`src/rtl/ovlp_pkg.sv`:
```
package ovlp_pkg;

  // Strobes from control to the entry table.
  typedef struct packed {
    logic wrEn;
    logic clr;
  } tblStrobe_t;

  localparam int SIZE_CODE_W = 3;

endpackage

```
`src/rtl/ovlp_ctrl.sv`:
```
module ovlp_ctrl
  import ovlp_pkg::*;
#(
  parameter int DEPTH = 5,
  parameter int CNT_W = 3
) (
  input  logic             clk,
  input  logic             rstN,
  input  logic             storeReq,
  input  logic             groupEnd,
  output tblStrobe_t       strobe,
  output logic [CNT_W-1:0] wrIdx,
  output logic [DEPTH-1:0] validMask,
  output logic [CNT_W-1:0] storeCount
);

  logic [CNT_W-1:0] count;
  logic             roomLeft;

  assign roomLeft = (count < CNT_W'(DEPTH));

  always_comb begin
    strobe.clr  = groupEnd;
    strobe.wrEn = storeReq & ~groupEnd & roomLeft;
  end

  always_ff @(posedge clk or negedge rstN) begin
    if (!rstN) begin
      count <= '0;
    end else if (strobe.clr) begin
      count <= '0;
    end else if (strobe.wrEn) begin
      count <= count + CNT_W'(1);
    end
  end

  for (genvar i = 0; i < DEPTH; i++) begin : g_valid
    assign validMask[i] = (count > CNT_W'(i));
  end

  assign wrIdx      = count;
  assign storeCount = count;

endmodule

```
`src/rtl/ovlp_datapath.sv`:
```
module ovlp_datapath
  import ovlp_pkg::*;
#(
  parameter int DEPTH = 5,
  parameter int TAG_W = 6,
  parameter int OFF_W = 16,
  parameter int CNT_W = 3
) (
  input  logic                   clk,
  input  logic                   rstN,
  input  tblStrobe_t             strobe,
  input  logic [CNT_W-1:0]       wrIdx,
  input  logic [DEPTH-1:0]       validMask,
  input  logic                   isLoad,
  input  logic [TAG_W-1:0]       inOpA,
  input  logic [TAG_W-1:0]       inOpB,
  input  logic                   inAConst,
  input  logic [OFF_W-1:0]       inOffset,
  input  logic [SIZE_CODE_W-1:0] inSizeCode,
  output logic                   hit
);

  localparam int SUM_W = OFF_W + 1;

  logic [TAG_W-1:0]       entOpA   [DEPTH];
  logic [TAG_W-1:0]       entOpB   [DEPTH];
  logic                   entConst [DEPTH];
  logic [OFF_W-1:0]       entOff   [DEPTH];
  logic [SIZE_CODE_W-1:0] entSize  [DEPTH];
  logic [DEPTH-1:0]       matchVec;

  // Incoming load range, sign-extended by one bit so the end never wraps.
  logic signed [SUM_W-1:0] ldLo, ldHi, ldBytes;
  assign ldBytes = SUM_W'(1) << inSizeCode;
  assign ldLo    = {inOffset[OFF_W-1], inOffset};
  assign ldHi    = ldLo + ldBytes;

  for (genvar i = 0; i < DEPTH; i++) begin : g_entry
    logic                    sameOrder, swapOrder, baseEq, bothConst, rangeHit;
    logic signed [SUM_W-1:0] stLo, stHi, stBytes;

    always_ff @(posedge clk or negedge rstN) begin
      if (!rstN) begin
        entOpA[i]   <= '0;
        entOpB[i]   <= '0;
        entConst[i] <= 1'b0;
        entOff[i]   <= '0;
        entSize[i]  <= '0;
      end else if (strobe.wrEn && (wrIdx == CNT_W'(i))) begin
        entOpA[i]   <= inOpA;
        entOpB[i]   <= inOpB;
        entConst[i] <= inAConst;
        entOff[i]   <= inOffset;
        entSize[i]  <= inSizeCode;
      end
    end

    assign stBytes   = SUM_W'(1) << entSize[i];
    assign stLo      = {entOff[i][OFF_W-1], entOff[i]};
    assign stHi      = stLo + stBytes;
    assign sameOrder = (inOpA == entOpA[i]) && (inOpB == entOpB[i]);
    assign swapOrder = (inOpA == entOpB[i]) && (inOpB == entOpA[i]);
    assign baseEq    = (inOpB == entOpB[i]);
    assign bothConst = inAConst & entConst[i];
    assign rangeHit  = (stLo < ldLo) ? (stHi > ldLo) : (ldHi > stLo);

    assign matchVec[i] = validMask[i] &
                         (sameOrder | swapOrder | (baseEq & bothConst & rangeHit));
  end

  assign hit = isLoad & (|matchVec);

endmodule

```
`src/rtl/grp_ldst_overlap.sv`:
```
module grp_ldst_overlap
  import ovlp_pkg::*;
#(
  parameter int DEPTH = 5,
  parameter int TAG_W = 6,
  parameter int OFF_W = 16
) (
  input  logic                   clk,
  input  logic                   rstN,
  input  logic                   accValid,
  input  logic                   accIsStore,
  input  logic [TAG_W-1:0]       accOpA,
  input  logic [TAG_W-1:0]       accOpB,
  input  logic                   accAConst,
  input  logic [OFF_W-1:0]       accOffset,
  input  logic [SIZE_CODE_W-1:0] accSizeCode,
  input  logic                   groupEnd,
  output logic                   noopNeeded
);

  localparam int CNT_W = $clog2(DEPTH + 1);

  tblStrobe_t       strobe;
  logic [CNT_W-1:0] wrIdx;
  logic [DEPTH-1:0] validMask;
  logic [CNT_W-1:0] storeCount;
  logic             storeReq, isLoad;

  assign storeReq = accValid & accIsStore;
  assign isLoad   = accValid & ~accIsStore;

  ovlp_ctrl #(.DEPTH(DEPTH), .CNT_W(CNT_W)) u_ctrl (
    .clk(clk), .rstN(rstN), .storeReq(storeReq), .groupEnd(groupEnd),
    .strobe(strobe), .wrIdx(wrIdx), .validMask(validMask),
    .storeCount(storeCount)
  );

  ovlp_datapath #(.DEPTH(DEPTH), .TAG_W(TAG_W), .OFF_W(OFF_W), .CNT_W(CNT_W)) u_dp (
    .clk(clk), .rstN(rstN), .strobe(strobe), .wrIdx(wrIdx),
    .validMask(validMask), .isLoad(isLoad), .inOpA(accOpA), .inOpB(accOpB),
    .inAConst(accAConst), .inOffset(accOffset), .inSizeCode(accSizeCode),
    .hit(noopNeeded)
  );

endmodule

```
`config.mk`:
```
export PLATFORM = sky130hd
export DESIGN_NAME = grp_ldst_overlap
export DESIGN_NICKNAME = d
export VERILOG_FILES = /design/src/rtl/ovlp_pkg.sv /design/src/rtl/ovlp_ctrl.sv /design/src/rtl/ovlp_datapath.sv /design/src/rtl/grp_ldst_overlap.sv
export SDC_FILE = /design/constraint.sdc
export NUM_CORES = 1
export LEC_CHECK = 0
export BUFFER_PORTS_ARGS = -buffer_cell sky130_fd_sc_hd__buf_4
export CORE_ASPECT_RATIO = 0.8
export CORE_MARGIN = 2
export CORE_UTILIZATION = 48
export DETAILED_ROUTE_END_ITERATION = 7
export SLEW_MARGIN = 10
export SYNTH_ARGS = -nofsm -noshare
export SYNTH_HDL_FRONTEND = slang
export SYNTH_SLANG_ARGS = --single-unit
```
`constraint.sdc`:
```
create_clock -name clk -period 9.15 [get_ports clk]
set_input_delay 1.3725 -clock clk [delete_from_list [all_inputs] [get_ports clk]]
set_output_delay 1.3725 -clock clk [all_outputs]
set_load 0.02 [all_outputs]
```
Word-level counts from Yosys, hierarchy flattened
Cells that the tools add are included.
{"block": "word_totals", "regBits": 163, "latch_bits": 0, "mem_bits_rw": 0, "romBits": 0, "input_bits": 37, "output_inout_bits": 1, "n_memories": 0}
{"block": "classes", "addsub": 7, "n_mul": 0, "n_div": 0, "order_cmp": 21, "n_eq_ne": 24, "shifts": 6, "mux": 7, "n_bitwise": 37, "n_reduce_logical": 18}
{"operator": "$gt 17x16->1", "count": 10}
{"operator": "$eq 6x6->1", "count": 20}
{"operator": "$add 16x17->17", "count": 6}
{"operator": "$shl 1x3->17 const A", "count": 6}
{"operator": "$lt 16x16->1", "count": 5}
{"operator": "$and 1x1->1", "count": 25}
{"operator": "$logic_and 1x1->1", "count": 15}
{"operator": "$or 1x1->1", "count": 10}
{"operator": "$eq 3x2->1 const B", "count": 2}
{"operator": "$gt 3x1->1 const B", "count": 2}
{"operator": "$gt 3x2->1 const B", "count": 2}
{"operator": "$mux 3", "count": 2}
{"operator": "$mux 1", "count": 5}
{"operator": "$reduce_or 5->1", "count": 1}
{"operator": "$add 3x1->3 const B", "count": 1}
{"operator": "$eq 3x1->1 const B", "count": 1}
{"operator": "$eq 3x3->1 const B", "count": 1}
{"operator": "$gt 3x3->1 const B", "count": 1}
{"operator": "$logic_not 3->1", "count": 1}
{"operator": "$lt 3x3->1 const B", "count": 1}
{"operator": "$not 1->1", "count": 2}
{"operator": "$reduce_bool 2->1", "count": 1}

Logic depth before layout (Yosys ltp)
{"block": "depth", "word_depth": 9, "depth_mapped": 22}

Modules after synthesis
Synthesis repeated with hierarchy kept, for this count alone.
{"block": "hier_totals", "hier_cells": 1832, "hier_area_um2": 16246.8}
{"module": "ovlp_datapath", "n_inst": 1, "cells_each": 1802, "area_per_inst_um2": 15982.8, "seq_area_each_um2": 4003.8}
{"module": "ovlp_ctrl", "n_inst": 1, "cells_each": 28, "area_per_inst_um2": 247.7, "seq_area_each_um2": 75.1}
{"module": "grp_ldst_overlap", "n_inst": 1, "cells_each": 2, "area_per_inst_um2": 16.3, "seq_area_each_um2": 0.0}

Least setup slack after synthesis
Ideal clock, no wire load.
{"block": "synth_timing", "kind": "input to output", "startpoint": "in accSizeCode[1]", "endpoint": "out noopNeeded", "arrival_time_ps": 5598, "path_slack_ps": 2180, "stages": 21, "path_buffers": 1, "path_cell_list": "clkbuf_1 -> nor3_1 -> ha_1 -> inv_1 -> fa_1 -> nor2b_1 -> o21ai_0 -> a21boi_0 -> o21ai_0 -> a21boi_0 -> o21ai_1 -> a2111oi_2 -> xnor2_1 -> ha_1 -> nand4_1 -> nor4_1 -> a22o_1 -> o31a_1 -> a21oi_1 -> o32a_1 -> a311oi_2"}
{"block": "synth_between", "elab_chain_len": 9, "elab_cells_between_ends": 29, "classes_between": "add/sub (1); order compare (5); shift (1); mux (5); bitwise (16); reduce/logical (1)"}
{"element": "from (decl)", "line_no": "grp_ldst_overlap.sv:16", "text": "input logic [SIZE_CODE_W-1:0] accSizeCode,"}
{"element": "$shl 1x3->17 (*)", "line_no": "ovlp_datapath.sv:34", "text": "assign ldBytes = SUM_W'(1) << inSizeCode;"}
{"element": "$add 16x17->17 (*)", "line_no": "ovlp_datapath.sv:36", "text": "assign ldHi = ldLo + ldBytes;"}
{"element": "$gt 17x16->1", "line_no": "ovlp_datapath.sv:65", "text": "assign rangeHit = (stLo < ldLo) ? (stHi > ldLo) : (ldHi > stLo);"}
{"element": "$mux 1", "line_no": "ovlp_datapath.sv:65"}
{"element": "$and 1x1->1", "line_no": "ovlp_datapath.sv:68", "text": "(sameOrder | swapOrder | (baseEq & bothConst & rangeHit));"}
{"element": "$or 1x1->1", "line_no": "ovlp_datapath.sv:68"}
{"element": "$and 1x1->1", "line_no": "ovlp_datapath.sv:67", "text": "assign matchVec[i] = validMask[i] &"}
{"element": "$reduce_or 5->1 (*)", "line_no": "ovlp_datapath.sv:71", "text": "assign hit = isLoad & (|matchVec);"}
{"element": "$and 1x1->1 (*)", "line_no": "ovlp_datapath.sv:71"}
{"element": "to (decl)", "line_no": "grp_ldst_overlap.sv:18", "text": "output logic noopNeeded"}
Mark *: on every way between the ends. The rest lies on a longest branch, timed or not.

Final worst setup path
{"block": "layout_timing", "startpoint": "in accOffset[1]", "endpoint": "out noopNeeded"}
{"block": "layout_between", "elab_chain_len": 8, "elab_cells_between_ends": 38, "classes_between": "add/sub (1); order compare (15); mux (5); bitwise (16); reduce/logical (1)"}
{"element": "from (decl)", "line_no": "grp_ldst_overlap.sv:15", "text": "input logic [OFF_W-1:0] accOffset,"}
{"element": "$add 16x17->17", "line_no": "ovlp_datapath.sv:36"}
{"element": "$gt 17x16->1", "line_no": "ovlp_datapath.sv:65"}
{"element": "$mux 1", "line_no": "ovlp_datapath.sv:65"}
{"element": "$and 1x1->1", "line_no": "ovlp_datapath.sv:68"}
{"element": "$or 1x1->1", "line_no": "ovlp_datapath.sv:68"}
{"element": "$and 1x1->1", "line_no": "ovlp_datapath.sv:67"}
{"element": "$reduce_or 5->1 (*)", "line_no": "ovlp_datapath.sv:71"}
{"element": "$and 1x1->1 (*)", "line_no": "ovlp_datapath.sv:71"}
Marked as above.

==> flow_summary.ini <==
[run_status]
status = complete, no violations

[synth]
avgSynthCellArea_um2 = 8.80
synth_fa_ha_area_share_pct = 23.4
yosysUniqueCellTypes = 71
synth_edf_count = 0
yosysTopAreaCell = dfrtp_1
async_flop_share_pct = 100
muxShareOfSynthArea_pct = 5.91
synthCells = 1859
synth-xor-area-share_pct = 10.3
syn-num-nets = 2199
synth-seq-cells = 163
yosys_most_used_dff = dfrtp_1
synth_top_cells_by_count = 297 x ha_1, 170 x nand2_1, 168 x inv_1, 163 x dfrtp_1, 138 x o21ai_0
yosysMostFrequentCell = ha_1
synth_compound_area_share_pct = 14.9
synthSimpleGateAreaFrac_pct = 15.1
synth_top_area_share_pct = 24.9
synth_top_family_by_area = adder cells
ys_top_cells_by_area = dfrtp_1 25%, ha_1 23%, xnor2_1 6.2%
yosys_warnings = 0
synthesis.area_um2 = 16400
synth_seq_area_share_pct = 24.9

[global_routing]
grt_start_max_net_pins = 65
grtUsageTotal_pct = 27.5
antenna_found_initial = 1
gr-total-overflow = 0
grt_pass1_vias = 13300
grt_pass1_wl_um = 75400

[clocking]
post_cts_resized = 0
cts.htree.levels = 4
cts_root_buffer = clkbuf_16
path_clk_slew_ns = 0.08
clk_latency_ns = 0.47
cts_tree = yes
clockBufferDepth = 2
numCtsBuffers = 17
cts_post_setup_buffers_inserted = 0
cts.sinks = 163
cts.hold.buffers_added = 0

[drt]
drt_iter0_markers = 884
drc = 0
wl_per_cell_um = 20.4
wl_um = 47500
viasPerCell = 5.93
first_pass_iters = 5
antenna_left = 0
vias = 13800

[floorplanning]
initial_core_util_pct = 48.7
die_w_um = 210
core_um2 = 33600
die_height_um = 169
num_rows = 60
die_area_um2 = 35600
io_pins = 38

[sta]
fin_tns_setup_ns = 0
rsz0062_at_grt = no
setup_violations = 0
layout_min_cycle_time_ns = 7.96
worstMarginPinSlew_ns = 1.15
holdWs_ns = 0.502
max_slew_margin_pct = 23.0
finalMaxSlewViolations = 0
fin_crit_sh_pct = 87.0
hold_violations = 0
fmax_mhz = 126
finClkSkew_ns = 0.0134
setup_slack_ns = 1.19

[critical_path]
r2r_end = u_dp.entOff[32]
crit_path_start_kind = input pin
crit_required_ns = 7.78
reg2reg_from = u_ctrl.storeCount[2]
path_cells = buf_4, inv_1, fa_1, nor2b_1, o21ai_0, a21boi_0, o21ai_0, a21boi_0, o21ai_1, nand2_1, xnor2_1, ha_1, nand4_1, inv_1, a2111oi_0, o221ai_1, and3_1, o21ai_1, nor4b_4, a311oi_2, buf_4
crit_path_max_fanout = 16
r2r_slack_ns = 6.57
path_class = input pin to output port
worstPathArrival_ns = 6.58
cp_slowest_cell = xnor2_1
max_stage_delay_ns = 0.72
worst_setup_path_end_kind = output port
rr_worst_depth = 3

[pwr]
powerDensity_nw_per_um2 = 153
p_leak_nw = 8.47
vdd_drop_max_uv = 108
power_mw = 2.71

[finish]
seqCellArea_um2 = 4080
multiInputGateArea_um2 = 11400
fin_nets = 2217
drive_gt1_share_pct = 10.2
area_growth_pct = 8.14
fillers = 3134

[min_path]
hold_depth = 1
hold_path_end = u_dp.entConst[1]
hold_class = register to register
min_from = u_dp.entConst[1]

[flow_run]
maxCapViolCount = 0

[place]
hpwl_um = 35000
gp_congestion = 0.920
portBuffers = 37
pre_cts_slack_ns = 1.34
per-layer routing:
| metal | part of all wire [%] | global-route usage [%] | up-vias |
|---|---|---|---|
| li1 | - | - | 6689 |
| met1 | 48 | 39.3 | 6646 |
| met2 | 44 | 43.0 | 370 |
| met3 | 5.6 | 3.72 | 73 |
| met4 | 2.8 | 8.76 | 0 |
| met5 | 0 | 0 | - |
worst max path at each step:
stage / from / endpoint / slack (ns)
finish: accOffset[1] / noopNeeded / 1.19
global placement: accOffset[1] / noopNeeded / 1.46
CTS: accOffset[1] / noopNeeded / 1.32
detailed placement: accOffset[1] / noopNeeded / 1.34
floorplan: accSizeCode[1] / noopNeeded / 2.18
global route: accOffset[1] / noopNeeded / 0.90
metrics by stage:
step | utilization, % | instance area, um2 | instances
detailed placement | 50.8 | 17100 | 2292
floorplan | - | 16400 | 1859
CTS | 52.6 | 17700 | 2324
finish | 52.6 | 17700 | 2325
global route | 52.6 | 17700 | 2325
global placement | 50.8 | 17100 | 2292
power by group:
group          internal [mW]  switching, mW  total [mW]
logic                  0.446          0.560        1.01
clock network          0.374          0.378       0.752
registers              0.814          0.137       0.951
placed cells by master, fill, tap and decap left out, types with 10 or more instances in the layout:
| master | count |
|---|---|
| a2111oi_0 | 10 |
| nor3b_1 | 13 |
| nand3_1 | 48 |
| a211oi_1 | 21 |
| a21boi_0 | 12 |
| a21oi_1 | 108 |
| nand4_1 | 42 |
| nor4_1 | 27 |
| inv_1 | 168 |
| nor2b_1 | 19 |
| dfrtp_1 | 163 |
| buf_4 | 56 |
| o21ai_0 | 138 |
| and3b_1 | 11 |
| xnor2_1 | 116 |
| nor2_1 | 84 |
| ha_1 | 297 |
| nand2_1 | 170 |
| xor2_1 | 76 |
| and3_1 | 10 |
| clkbuf_16 | 17 |
| a21o_1 | 25 |
| nor3_1 | 31 |
| mux2_2 | 85 |
cell type report:
type                    instances  share of cell area, %
inverters                     170                   3.61
diodes                          1                 0.0141
repair buffers                 57                   2.44
multi-input cells            1468                   64.4
well taps                     434                   3.07
clock inverters                14                  0.919
clock buffers                  18                   2.48
flip-flops and latches        163                   23.1
worst max-delay path, delay by kind of cell:
family,cells,cell delay (ns)
fa+ha+maj,2,0.72
simple gates,5,0.73
xor+xnor,1,0.72
compound gates,9,2.06
buf+inv,4,0.97
state kept, by name, summed over array words and instances (netlist names):
| signal | count |
|---|---|
| u_dp.entOpB | 30 |
| u_dp.entOff | 80 |
| u_dp.entOpA | 30 |
| u_ctrl.storeCount | 3 |
| u_dp.entConst | 5 |
| u_dp.entSize | 15 |
cells by family after synthesis:
group	Yosys count
buffers and inverters	228
AO/OA/AOI/OAI	392
AND/OR/NAND/NOR	495
adder cells (fa/ha/maj)	303
flip-flops	163
multiplexers	86
XOR/XNOR	192
Power figures use the tool's default switching activity.
